`config.mk`:
```
export PLATFORM = sky130hd
export DESIGN_NAME = sync_sram_core
export DESIGN_NICKNAME = d
export VERILOG_FILES = /design/src/rtl/sync_sram_core.sv
export SDC_FILE = /design/constraint.sdc
export NUM_CORES = 1
export LEC_CHECK = 0
export ABC_AREA = 1
export BUFFER_PORTS_ARGS = -buffer_cell sky130_fd_sc_hd__buf_4
export CORE_MARGIN = 8
export CORE_UTILIZATION = 55
export CTS_CLUSTER_DIAMETER = 200
export DETAILED_ROUTE_END_ITERATION = 6
export PLACE_DENSITY_LB_ADDON = 0.12
export SKIP_CTS_REPAIR_TIMING = 1
export SYNTH_ARGS = -nofsm -noshare
export SYNTH_HDL_FRONTEND = slang
export SYNTH_SLANG_ARGS = --single-unit
```
`constraint.sdc`:
```
create_clock -name clk -period 2.2 [get_ports clk]
set_clock_uncertainty 0.1 [all_clocks]
set_input_delay 0.11 -clock clk [delete_from_list [all_inputs] [get_ports clk]]
set_output_delay 0.11 -clock clk [all_outputs]
set_load 0.02 [all_outputs]
```
`src/rtl/sync_sram_core.sv`:
```
module sync_sram_core #(
  parameter int ADDR_W = 4,
  parameter int LANES  = 2,
  parameter int LANE_W = 9
) (
  input  logic                    clk,
  input  logic                    rst_n,
  input  logic                    pipe_mode,
  input  logic                    sleep,
  input  logic                    ce_a_n,
  input  logic                    ce_b,
  input  logic                    ce_c_n,
  input  logic [ADDR_W-1:0]       addr,
  input  logic                    gwr_n,
  input  logic                    bwr_n,
  input  logic [LANES-1:0]        lane_n,
  input  logic [LANES*LANE_W-1:0] din,
  input  logic                    oe_n,
  output logic [LANES*LANE_W-1:0] dout,
  output logic                    dout_en
);
  localparam int DATA_W = LANES * LANE_W;
  localparam int DEPTH  = 1 << ADDR_W;

  logic [DATA_W-1:0] mem [DEPTH];

  wire             chosen  = ~ce_a_n & ce_b & ~ce_c_n;
  wire             accept  = chosen & ~sleep;
  wire             wr_cmd  = ~gwr_n | ~bwr_n;
  wire [LANES-1:0] hit     = {LANES{~gwr_n}} | ({LANES{~bwr_n}} & ~lane_n);

  logic              c_rd;
  logic [LANES-1:0]  c_lanes;
  logic [ADDR_W-1:0] c_addr;
  logic [DATA_W-1:0] c_din;

  always_ff @(posedge clk or negedge rst_n) begin
    if (!rst_n) begin
      c_rd    <= 1'b0;
      c_lanes <= '0;
      c_addr  <= '0;
      c_din   <= '0;
    end else begin
      c_rd    <= accept & ~wr_cmd;
      c_lanes <= accept ? hit : '0;
      c_addr  <= addr;
      c_din   <= din;
    end
  end

  always_ff @(posedge clk) begin
    for (int i = 0; i < LANES; i++)
      if (c_lanes[i]) mem[c_addr][i*LANE_W +: LANE_W] <= c_din[i*LANE_W +: LANE_W];
  end

  wire [DATA_W-1:0] rd_word = mem[c_addr];

  logic [DATA_W-1:0] out_q;
  logic              drv_q;

  always_ff @(posedge clk or negedge rst_n) begin
    if (!rst_n) begin
      out_q <= '0;
      drv_q <= 1'b0;
    end else begin
      drv_q <= c_rd;
      if (c_rd) out_q <= rd_word;
    end
  end

  assign dout_en = ~oe_n & ~sleep & (pipe_mode ? drv_q : c_rd);
  assign dout    = dout_en ? (pipe_mode ? out_q : rd_word) : '0;

  assert_desel_idle_R1: assert property (@(posedge clk) disable iff (!rst_n)
    !(!ce_a_n && ce_b && !ce_c_n) |=> (!c_rd && c_lanes == '0));

  assert_global_word_R2: assert property (@(posedge clk) disable iff (!rst_n)
    (c_lanes == '1) |=> (mem[$past(c_addr)] == $past(c_din)));

  for (genvar g = 0; g < LANES; g++) begin : g_keep
    assert_lane_keep_R3: assert property (@(posedge clk) disable iff (!rst_n)
      (c_lanes != '0 && !c_lanes[g]) |=>
        (mem[$past(c_addr)][g*LANE_W +: LANE_W] == $past(rd_word[g*LANE_W +: LANE_W])));
  end

  assert_pipe_source_R6: assert property (@(posedge clk) disable iff (!rst_n)
    (pipe_mode && dout_en) |-> $past(c_rd));

  assert_scd_off_R7: assert property (@(posedge clk) disable iff (!rst_n)
    (pipe_mode && !$past(c_rd)) |-> !dout_en);

  assert_sleep_drop_R9: assert property (@(posedge clk) disable iff (!rst_n)
    sleep |=> (!c_rd && c_lanes == '0));
endmodule

```
**Yosys cells after proc, flatten, opt, wreduce, memory -nomap -nowiden**

Memories as Yosys holds them, arrays and structs flattened.
Index checks and enable logic that the tools add are counted.

- Input bits: 34
- Memories kept: 1
- RAM bits: 288
- Register bits after elaboration: 44
- Output and inout bits: 19
- Word-level logic and storage cells: 32

Memory list:

| name | depth | width | read ports | clocked after Yosys merged registers in | wr ports | line | source |
|---|---|---|---|---|---|---|---|
| mem | 16 | 18 | 1 | 0 | 1 | 25 | `logic [DATA_W-1:0] mem [DEPTH];` |

- Mux-type cells: 8
- Bitwise operators: 17

Operators with widths:

| cell | number |
|---|---|
| 2-to-1 mux 18 bit | 2 |
| NOT 1 bit | 7 |
| bitwise AND 1 bit | 6 |
| 2-to-1 mux 1 bit | 5 |
| bitwise AND 2 bit | 1 |
| 2-to-1 mux 2 bit | 1 |
| NOT 2 bit | 1 |
| bitwise OR 2 bit | 1 |
| bitwise OR 1 bit | 1 |

**Logic depth before layout (Yosys ltp)**

Gate-level depths: netlist of the first run.

- Word-level depth: 5
- Mapped depth: 11
- Depth with buffers taken out: 9

**Worst setup path before layout of the first run**

No wires, ideal clock.

- Path type: register to register
- Start point: register c_addr[3]
- End point: memory mem[1][0] in the netlist's numbering, enable pin
- Required time: 1.713 ns
- Period minus slack after synthesis: 2.181 ns
- Arrival time: 1.694 ns
- Setup slack: 0.019 ns
- Cell stages (with the launch flop): 5
- Setup time: 0.387 ns
- Buffers on the path: 1
- Cell sequence: dfrtp_1 > nor2_2 > buf_2 > inv_1 > nor3_1

RTL lines:

| what | line | source |
|---|---|---|
| start: declaration | 34 | `logic [ADDR_W-1:0] c_addr;` |
| start signal: assignment | 46 | `c_addr <= addr;` |
| end: declaration | 25 |  |

Straight into the memory's write port.

**Final worst setup path of the first run**

- Start point: register c_addr[0]
- End point: output dout[1]

- Word-level cells in the longest chain between the ends: 3

RTL lines:

| what | line | source |
|---|---|---|
| memory (16 x 18 bit) | n/a |  |
| 2-to-1 mux 18 bit (2 in a row) | 72 | `assign dout = dout_en ? (pipe_mode ? out_q : rd_word) : '0;` |
| end: declaration | 19 | `output logic [LANES*LANE_W-1:0] dout,` |

Every way passes these cells.

==> results by group, run 1 <==
Logic synthesis
  – Flops & latches, synth: roughly 330
  – Mapped Cells: 1304
  – Post-synth top area share: a little over three fifths
  – Total of warnings raised by yosys: 0
  – Avg Inst Size Synth: approximately 10 sq um
  – Net Count, Synth: about 1300
  – Sequential-to-total area share from yosys stat: between 70% and 80%
  – Synth top area cells: edfxtp_1, nand2_1, dfrtp_1
  – Yosys top cell by area: edfxtp_1
  – Post-synth cell types: 18
  – Mapped Area: 13700 sq um

GRT
  – Number of global-route vias before repair: 8642
  – Initial antenna violation count: 0
  – Total track usage: 20.2%
  – Largest net degree at the start of global routing: 53
  – Total congestion overflow: 0
  – Global-route wire length before repair: 48500 microns

Worst setup path
  – Kind of critical path: reg2out
  – Endpoint class of the critical path: output port
  – Worst-case reg-to-reg path depth: 6
  – Reg2reg start: c_addr[0]$_DFF_PN0_
  – CP Data Required Time: roughly 2 ns
  – CP Launch Point: c_addr[0]$_DFF_PN0_
  – CP arrival: about 2.3 ns
  – Crit Path Max Fanout: 8
  – Worst r2r dst: mem[2][14]$_DFFE_PP_
  – Reg2reg setup slack: approximately 0.09 ns
  – Critical path launch point type: flop

Floorplan
  – Starting Density: a little under three fifths
  – Area of the core: 24400 sq um
  – Row Count: 57
  – Chip width: 174 microns
  – Chip Height: roughly 170 microns
  – Die area: between 30000 and 40000 sq um
  – IO Count: 53

Drt
  – Residual DRC: 0
  – Vias post-DR: between 9000 and 10000
  – Met1 WL: roughly 15000 microns
  – DRT Wirelength: around 33000 microns
  – Drt pass-1 iters: 5
  – DR iter-0 viols: ~800
  – ANT nets after route: 0
  – Met3 routed WL: about 2800 microns
  – Routed WL per cell: approximately 18 microns
  – Met2 WL: 14500 microns
  – Vias per cell: between 5 and 6
  – Uppermost layer routed: met4

STA
  – Hold WS: about 0.073 ns
  – Post-route setup TNS: -4.58 ns
  – RSZ-0062 raised after global routing: true
  – Min Tclk post-route: approximately 2.5 ns
  – Setup-failing EPs final: 18
  – Peak Freq: approximately 0.40 GHz
  – Fin. Hold Viols: 0
  – Final worst-path cycle share: 113%
  – Slew headroom: a little over half
  – Worst-margin pin slew: roughly 0.68 ns
  – Slew Limit Fails: 0
  – Final WS setup: -0.280 ns

Clocking
  – H-tree levels: 2
  – CTS Sinks: 332
  – TritonCTS Buffers: 36
  – Root Buffer: clkbuf_16
  – CTS max path bufs: 3
  – Worst-skew pair later-pin latency: between 0.5 and 0.6 ns
  – Clock Pin Slew Worst Setup and Hold Paths: about 0.060 ns
  – CTS tree: yes

Finish
  – Share of layout cells above drive strength 1: between 15 and 20%
  – Fillers: ~1800
  – Antenna diodes: 0
  – Area Growth Syn to Fin: 22.7%
  – Post-layout net count: between 1000 and 1500

Run status
  – Violated checks: setup timing
  – Run status: complete, but fails checks

Power and ir drop
  – Leak Pwr: 7.09 nW
  – Pwr/cell area: a little over 800 nW/um^2
  – VDD IR-drop max: about 0.67 mV

Placement
  – Place WS: 0.158 ns
  – Hpwl dp: between 15000 and 20000 microns
  – Final GP Congestion: 0.816
  – I/O Buffers: 52

Min path
  – Min-delay worst type: in2async

Flow run
  – Max Cap Viol: 0
-- worst max-delay path, stage by stage (launching register included) --
cell and delay (ns):
dfrtp_4 0.56, clkinv_8 0.12, buf_12 0.17, buf_12 0.13, buf_6 0.11, nand2_1 0.04
nand2_1 0.04, nand2_1 0.05, nand2_1 0.06, nand2_1 0.07, nand2_2 0.06, nor2_4 0.10
a21oi_2 0.07, buf_6 0.16
-- stage by stage --
step	instance area, sq um	instances	util [%]	total power, mW
global route	16800	1787	68.8	14.2
detailed placement	14600	1671	59.8	7.87
floorplan	13700	1304	-	7.59
finish	16800	1787	68.8	13.8
global placement	14600	1671	59.8	7.86
CTS	15700	1733	64.5	13.7
-- layer usage --
layer,global-route usage (%),vias up
met5,0,-
met4,5.81,0
met3,4.23,55
met2,29.3,379
met1,30.3,4474
li1,-,4539
-- state kept, by name (all words and copies together), names as in the netlist --
name,count
c_addr,4
c_din,18
c_lanes,2
c_rd,1
drv_q,1
mem,288
out_q,18
-- cells by family after synthesis --
family / synth area share (%)
compound gates: 2.01
buf+inv: 3.07
simple gates: 23.6
flops: 71.3
-- placed cells by master, fill, tap and decap left out, types with 4 or more instances in the layout --
cell type / n
a21oi_1: 12
a21oi_2: 7
buf_12: 5
buf_4: 90
buf_6: 17
clkbuf_1: 10
clkbuf_16: 46
clkbuf_8: 7
clkinv_2: 4
dfrtp_1: 42
dlygate4sd3_1: 32
edfxtp_1: 288
inv_1: 6
inv_2: 5
nand2_1: 737
nand2_2: 38
nand2_4: 6
nor2_1: 9
nor2_4: 18
nor3_1: 32
o21ai_0: 17
o21ai_1: 19
-- final cells by class --
type / count / area (sq um) / area share (%)
tap: 324 / 405 / 2.41
sequential: 332 / 9750 / 58.1
multi-input combinational: 899 / 3810 / 22.7
timing repair buffer: 157 / 1610 / 9.59
clock inverter: 8 / 87.6 / 0.522
clock buffer: 54 / 1060 / 6.31
inverter: 12 / 57.6 / 0.343
timing repair inverter: 1 / 8.76 / 0.0522
-- synthesized netlist by cell type --
master,instances
dfrtp_1,44
o21ai_0,17
nor2_2,2
buf_4,28
nand3b_1,1
buf_2,21
inv_1,7
nor3_4,1
o21ai_1,19
inv_2,5
buf_6,2
nor2_1,27
edfxtp_1,288
a21oi_1,19
nor3_1,32
clkbuf_1,10
nand2_2,2
nand2_1,779
-- how the worst max path moves through the flow --
| stage | endpoint | slack, ns | depth (start not counted) |
|---|---|---|---|
| 2_1_floorplan | mem[1][0]$_DFFE_PP_ | 0.02 | 4 |
| 3_3_place_gp | dout[10] | 0.17 | 10 |
| 3_5_place_dp | dout[14] | 0.16 | 10 |
| 4_1_cts | dout[14] | -0.39 | 10 |
| 5_1_grt | dout[17] | -0.39 | 11 |
| 6_report | dout[1] | -0.28 | 13 |
-- report_power, final --
part	internal, mW	switching (mW)
combinational	0.353	0.556
sequential	6.94	0.123
clock	3.55	2.31
(Power assumes the default switching activity.)
==> run 2: changes to the inputs <==
--- a/config.mk
+++ b/config.mk
@@ -7,8 +7,10 @@
 export LEC_CHECK = 0
 export ABC_AREA = 1
 export BUFFER_PORTS_ARGS = -buffer_cell sky130_fd_sc_hd__buf_4
+export CELL_PAD_IN_SITES_DETAIL_PLACEMENT = 0
+export CELL_PAD_IN_SITES_GLOBAL_PLACEMENT = 1
 export CORE_MARGIN = 8
-export CORE_UTILIZATION = 55
+export CORE_UTILIZATION = 44
 export CTS_CLUSTER_DIAMETER = 200
 export DETAILED_ROUTE_END_ITERATION = 6
 export PLACE_DENSITY_LB_ADDON = 0.12
==> results by group, run 2 (synthesis gave the netlist of run 1 again) <==
Worst setup path
  – Worst r2r dst: mem[5][9]$_DFFE_PP_
  – Reg2reg setup slack: around 0.080 ns
  – Critical path launch point type: flop
  – Endpoint class of the critical path: output port
  – Cell mode on critical path: nand2_1
  – Worst-case reg-to-reg path depth: 4
  – Slowest cell on crit path: dfrtp_4
  – Kind of critical path: reg2out
  – Crit Path Max Fanout: 9
  – Buf/Inv on CP: 4
  – Reg2reg start: c_addr[0]$_DFF_PN0_
  – CP arrival: between 2 and 2.5 ns
  – CP Data Required Time: approximately 2.0 ns
  – Crit path cell chain: clkinv_8, buf_12, buf_16, nand2_1, nand2_1, nand2_1, nand2_1, nand2_1, nand2_1, nor2_4, a21oi_2, buf_4
  – Cell family with most CP delay: buffers and inverters
  – Worst path max stage delay: roughly 0.5 ns

Drt
  – Drt pass-1 iters: 5
  – DR iter-0 viols: roughly 800
  – Vias per cell: 4.95
  – Vias post-DR: ~9000
  – Residual DRC: 0
  – Routed WL per cell: 19.1 microns
  – DRT Wirelength: between 30000 and 40000 microns
  – ANT nets after route: 0

Min path
  – Min-delay worst type: in2async

Power and ir drop
  – VDD IR-drop max: 0.608 mV
  – Leak Pwr: between 6 and 7 nW
  – Power after layout: ~14 mW
  – Pwr/cell area: approximately 830 nW/um^2

STA
  – Post-route setup TNS: -5.16 ns
  – Setup-failing EPs final: 18
  – Peak Freq: between 0.3 and 0.4 GHz
  – Final WS setup: -0.354 ns
  – Slew headroom: approximately 46%
  – Hold WS: ~0.075 ns
  – Min Tclk post-route: approximately 2.6 ns
  – Fin. Hold Viols: 0
  – Final worst-path cycle share: 116%
  – Slew Limit Fails: 0
  – Worst-margin pin slew: ~0.81 ns
  – RSZ-0062 raised after global routing: true

Clocking
  – CTS max path bufs: 3
  – CTS tree: yes
  – H-tree levels: 2
  – TritonCTS Buffers: 37
  – Worst-skew pair later-pin latency: ~0.53 ns
  – Root Buffer: clkbuf_16
  – CTS Sinks: 332
  – Clock Pin Slew Worst Setup and Hold Paths: about 0.060 ns

Finish
  – Antenna diodes: 0
  – Area Growth Syn to Fin: 21.1%
  – Most frequent cells in the layout: nand2_1, edfxtp_1, buf_4
  – Max FFs per register: approximately 290
  – Commonest non-fill, non-tap cell in the layout: nand2_1
  – Biggest register: mem
  – Share of layout cells above drive strength 1: about 17%
  – Post-layout net count: 1468
  – Regs by FF count: mem: 288 flops, c_din: 18 flops, out_q: 18 flops
  – Final Util: a little over half

GRT
  – Total track usage: 18.8%
  – Largest net degree at the start of global routing: between 70 and 80
  – Global-route wire length before repair: 52300 microns
  – Number of global-route vias before repair: roughly 8500
  – Initial antenna violation count: 0
  – Total congestion overflow: 0

Floorplan
  – Chip width: just under 200 microns
  – Row Count: 64
  – Area of the core: 30600 sq um
  – Chip Height: 192 microns
  – Starting Density: 44.7%
  – Die area: 37000 sq um
  – IO Count: between 50 and 60

Run status
  – Violated checks: setup timing
  – Run status: complete, but fails checks

Placement
  – Hpwl dp: 21600 microns
  – Final GP Congestion: 0.786
  – I/O Buffers: 52
  – Place WS: 0.0538 ns

Flow run
  – Max Cap Viol: 0
[run 2: changes by cell type in the layout (fill, tap and decap cells not counted), moves of 2 or more]
cell / previous run / this run
buf_6: 17 / 5
nor2_4: 18 / 14
nand2_2: 38 / 36
clkinv_1: 2 / 10
a21oi_1: 12 / 14
nand2_4: 6 / 0
clkbuf_8: 7 / 1
nand2_1: 737 / 745
buf_4: 90 / 105
clkbuf_1: 10 / 6
clkinv_2: 4 / 9
a21oi_2: 7 / 5
nor2_2: 2 / 6
clkbuf_16: 46 / 41
[run 2: layout make-up]
| class | count | area (sq um) |
|---|---|---|
| fill | 2665 | 14000 |
| sequential | 332 | 9750 |
| multi-input combinational | 899 | 3730 |
| timing repair buffer | 152 | 1390 |
| clock buffer | 46 | 1010 |
| tap | 396 | 495 |
| clock inverter | 22 | 133 |
| inverter | 12 | 57.6 |
[run 2: layer usage]
| layer | wire length, microns | global-route usage (%) |
|---|---|---|
| met1 | 17200 | 28.9 |
| met2 | 15600 | 27.8 |
| met3 | 2090 | 2.80 |
| met4 | 620 | 4.32 |
| met5 | 0 | 0 |
[run 2: per-stage QoR]
stage / instances / cell area (sq um)
6_report: 1859 / 16600
5_1_grt: 1859 / 16600
4_1_cts: 1819 / 15900
3_5_place_dp: 1751 / 14700
3_3_place_gp: 1751 / 14700
2_1_floorplan: 1304 / 13700
[run 2: worst reg2reg max path, stage by stage, from the launching register on]
cell and delay (ns):
dfrtp_4 0.51, buf_16 0.30, nand2_1 0.36, nor3_1 0.36, buf_4 0.21
[run 2: report_power, final]
group          switching, mW  internal (mW)  leakage (nW)
Clock                   2.44           3.39         0.570
Combinational          0.547          0.312          3.25
Sequential             0.141           6.94          3.14
Total                   3.12           10.6          6.96
[run 2: how the worst max path moves through the flow]
stage | start | end | slack [ns] | depth (start not counted)
after global routing | c_addr[0]$_DFF_PN0_ | dout[16] | -0.43 | 12
after floorplan | c_addr[3]$_DFF_PN0_ | mem[1][0]$_DFFE_PP_ | 0.02 | 4
after detailed placement | c_addr[0]$_DFF_PN0_ | mem[5][9]$_DFFE_PP_ | 0.05 | 4
after CTS | c_addr[0]$_DFF_PN0_ | dout[3] | -0.49 | 10
after global placement | c_addr[0]$_DFF_PN0_ | mem[5][9]$_DFFE_PP_ | 0.06 | 4
final | c_addr[0]$_DFF_PN0_ | dout[10] | -0.35 | 12
==> run 3: changes to the inputs <==
--- a/config.mk
+++ b/config.mk
@@ -15,6 +15,7 @@
 export DETAILED_ROUTE_END_ITERATION = 6
 export PLACE_DENSITY_LB_ADDON = 0.12
 export SKIP_CTS_REPAIR_TIMING = 1
+export SKIP_LAST_GASP = 1
 export SYNTH_ARGS = -nofsm -noshare
 export SYNTH_HDL_FRONTEND = slang
 export SYNTH_SLANG_ARGS = --single-unit
==> results by group, run 3 (synthesis gave the netlist of run 1 again) <==
Floorplan
  – Chip width: 192 microns
  – Area of the core: a little over 30000 sq um
  – Starting Density: between 40 and 50%
  – Die area: about 37000 sq um
  – IO Count: 53
  – Chip Height: ~190 microns
  – Row Count: 64

Placement
  – I/O Buffers: between 50 and 60
  – Final GP Congestion: slightly below 0.8
  – Placed instance count: 1751
  – Hpwl dp: 21600 microns

Power and ir drop
  – Clock share of power: 42.3%
  – Net switching fraction of the power: between 20% and 30%
  – VDD IR-drop max: roughly 0.61 mV
  – Leak Pwr: a little under 7 nW
  – NetSw: 3.10 mW
  – Pwr/cell area: just over 800 nW/um^2
  – Sequential share of power: between 50% and 60%
  – Comb power frac: between 6 and 7%
  – Int Power: 10.6 mW

Worst setup path
  – CP Data Required Time: 1.99 ns
  – Worst path max stage delay: roughly 0.51 ns
  – Worst-case reg-to-reg path depth: 4
  – Cell mode on critical path: nand2_1
  – Kind of critical path: reg2out
  – Buf/Inv on CP: 4
  – Reg2reg setup slack: around 0.06 ns
  – Reg2reg start: c_addr[0]$_DFF_PN0_
  – Crit path cell chain: clkinv_8, buf_12, buf_16, nand2_1, nand2_1, nand2_1, nand2_1, nand2_1, nand2_1, nor2_4, a21oi_1, buf_4
  – Endpoint class of the critical path: output port
  – Setup crit end: dout[10]
  – CP arrival: around 2.4 ns
  – Slowest cell on crit path: dfrtp_4
  – Crit Path Max Fanout: 9
  – Critical path launch point type: flop
  – Critical path depth in cells: 12
  – Worst r2r dst: mem[5][9]$_DFFE_PP_
  – Cell family with most CP delay: simple AND/OR/NAND/NOR gates
  – CP Launch Point: c_addr[0]$_DFF_PN0_

Finish
  – Share of layout cells above drive strength 1: 15.4%
  – Commonest non-fill, non-tap cell in the layout: nand2_1
  – Reg area: ~9800 sq um
  – Post-layout net count: approximately 1500
  – Regs by FF count: mem: 288 flops, c_din: 18 flops, out_q: 18 flops
  – Most frequent cells in the layout: nand2_1, edfxtp_1, buf_4
  – Fillers: approximately 2700
  – Max FFs per register: about 290
  – Final Util: a little over half
  – Biggest register: mem
  – Final Non-Filler Cells: 1860
  – Multi-input logic area: about 3700 sq um
  – Area Growth Syn to Fin: 20.7%

Drt
  – Vias post-DR: a little over 9000
  – Drt pass-1 iters: 5
  – DRT Wirelength: between 30000 and 40000 microns
  – Routed WL per cell: between 15 and 20 microns
  – Residual DRC: 0
  – Vias per cell: around 4.9
  – ANT nets after route: 0
  – DR iter-0 viols: 840

STA
  – Slew headroom: between 40% and 50%
  – Setup-failing EPs final: 18
  – Final WS setup: -0.382 ns
  – RSZ-0062 raised after global routing: true
  – Fin. Hold Viols: 0
  – Min Tclk post-route: between 2 and 3 ns
  – Post-route setup TNS: -5.09 ns
  – Peak Freq: around 0.39 GHz
  – Final worst-path cycle share: 117%
  – Worst-margin pin slew: around 0.8 ns
  – Slew Limit Fails: 0

Clocking
  – Clock Pin Slew Worst Setup and Hold Paths: ~0.060 ns
  – CTS max path bufs: 3
  – H-tree levels: 2
  – Worst-skew pair later-pin latency: ~0.52 ns
  – CTS Sinks: between 300 and 400
  – Root Buffer: clkbuf_16
  – TritonCTS Buffers: 37
  – CTS tree: yes

Min path
  – Min-delay worst type: in2async

GRT
  – Global-route wire length before repair: ~52000 microns
  – Total track usage: 18.8%
  – Largest net degree at the start of global routing: 75
  – Total congestion overflow: 0
  – Initial antenna violation count: 0
  – Number of global-route vias before repair: 8480

Flow run
  – Max Cap Viol: 0

Run status
  – Violated checks: setup timing
  – Run status: complete, but fails checks
run 3: cell types whose count changed in the layout (fill, tap and decap cells not counted), sizes merged:
cell   previous run  this run
diode             0         1
run 3: power by group through the flow:
stage	registers [mW]	logic (mW)	clock network (mW)
after floorplan	7.13	0.456	0
after global placement	7.21	0.719	0
after detailed placement	7.21	0.720	0
after CTS	7.08	0.723	5.92
after global routing	7.09	0.942	6.19
final	7.08	0.849	5.81
run 3: cell type report:
class	count	share of cell area (%)
timing repair buffer	152	8.36
clock inverter	22	0.803
sequential	332	59.1
multi-input combinational	899	22.3
tap	396	3.00
antenna	1	0.0152
inverter	12	0.348
clock buffer	46	6.13
run 3: worst min path at each step:
stage	slack, ns	startpoint	to
after floorplan	-0.29	rst_n	c_addr[0]$_DFF_PN0_
after global placement	0.09	rst_n	c_rd$_DFF_PN0_
after detailed placement	0.09	rst_n	c_rd$_DFF_PN0_
after CTS	-0.46	rst_n	c_rd$_DFF_PN0_
after global routing	0.11	rst_n	c_rd$_DFF_PN0_
final	0.08	rst_n	c_rd$_DFF_PN0_
run 3: per-stage QoR:
stage / power (mW) / setup WS [ns] / hold slack [ns] / instance area, sq um
floorplan: 7.59 / 0.0191 / -0.286 / 13700
global placement: 7.92 / 0.0626 / 0.0882 / 14700
detailed placement: 7.93 / 0.0538 / 0.0926 / 14700
CTS: 13.7 / -0.485 / -0.456 / 15900
global route: 14.2 / -0.459 / 0.115 / 16500
finish: 13.7 / -0.382 / 0.0812 / 16500
run 3: metal layers:
metal,part of all wire [%],global-route usage (%),up-vias
met1,48,28.9,4311
met4,1.8,4.32,0
met5,0,0,-
met2,44,27.8,226
li1,-,-,4542
met3,5.6,2.80,44
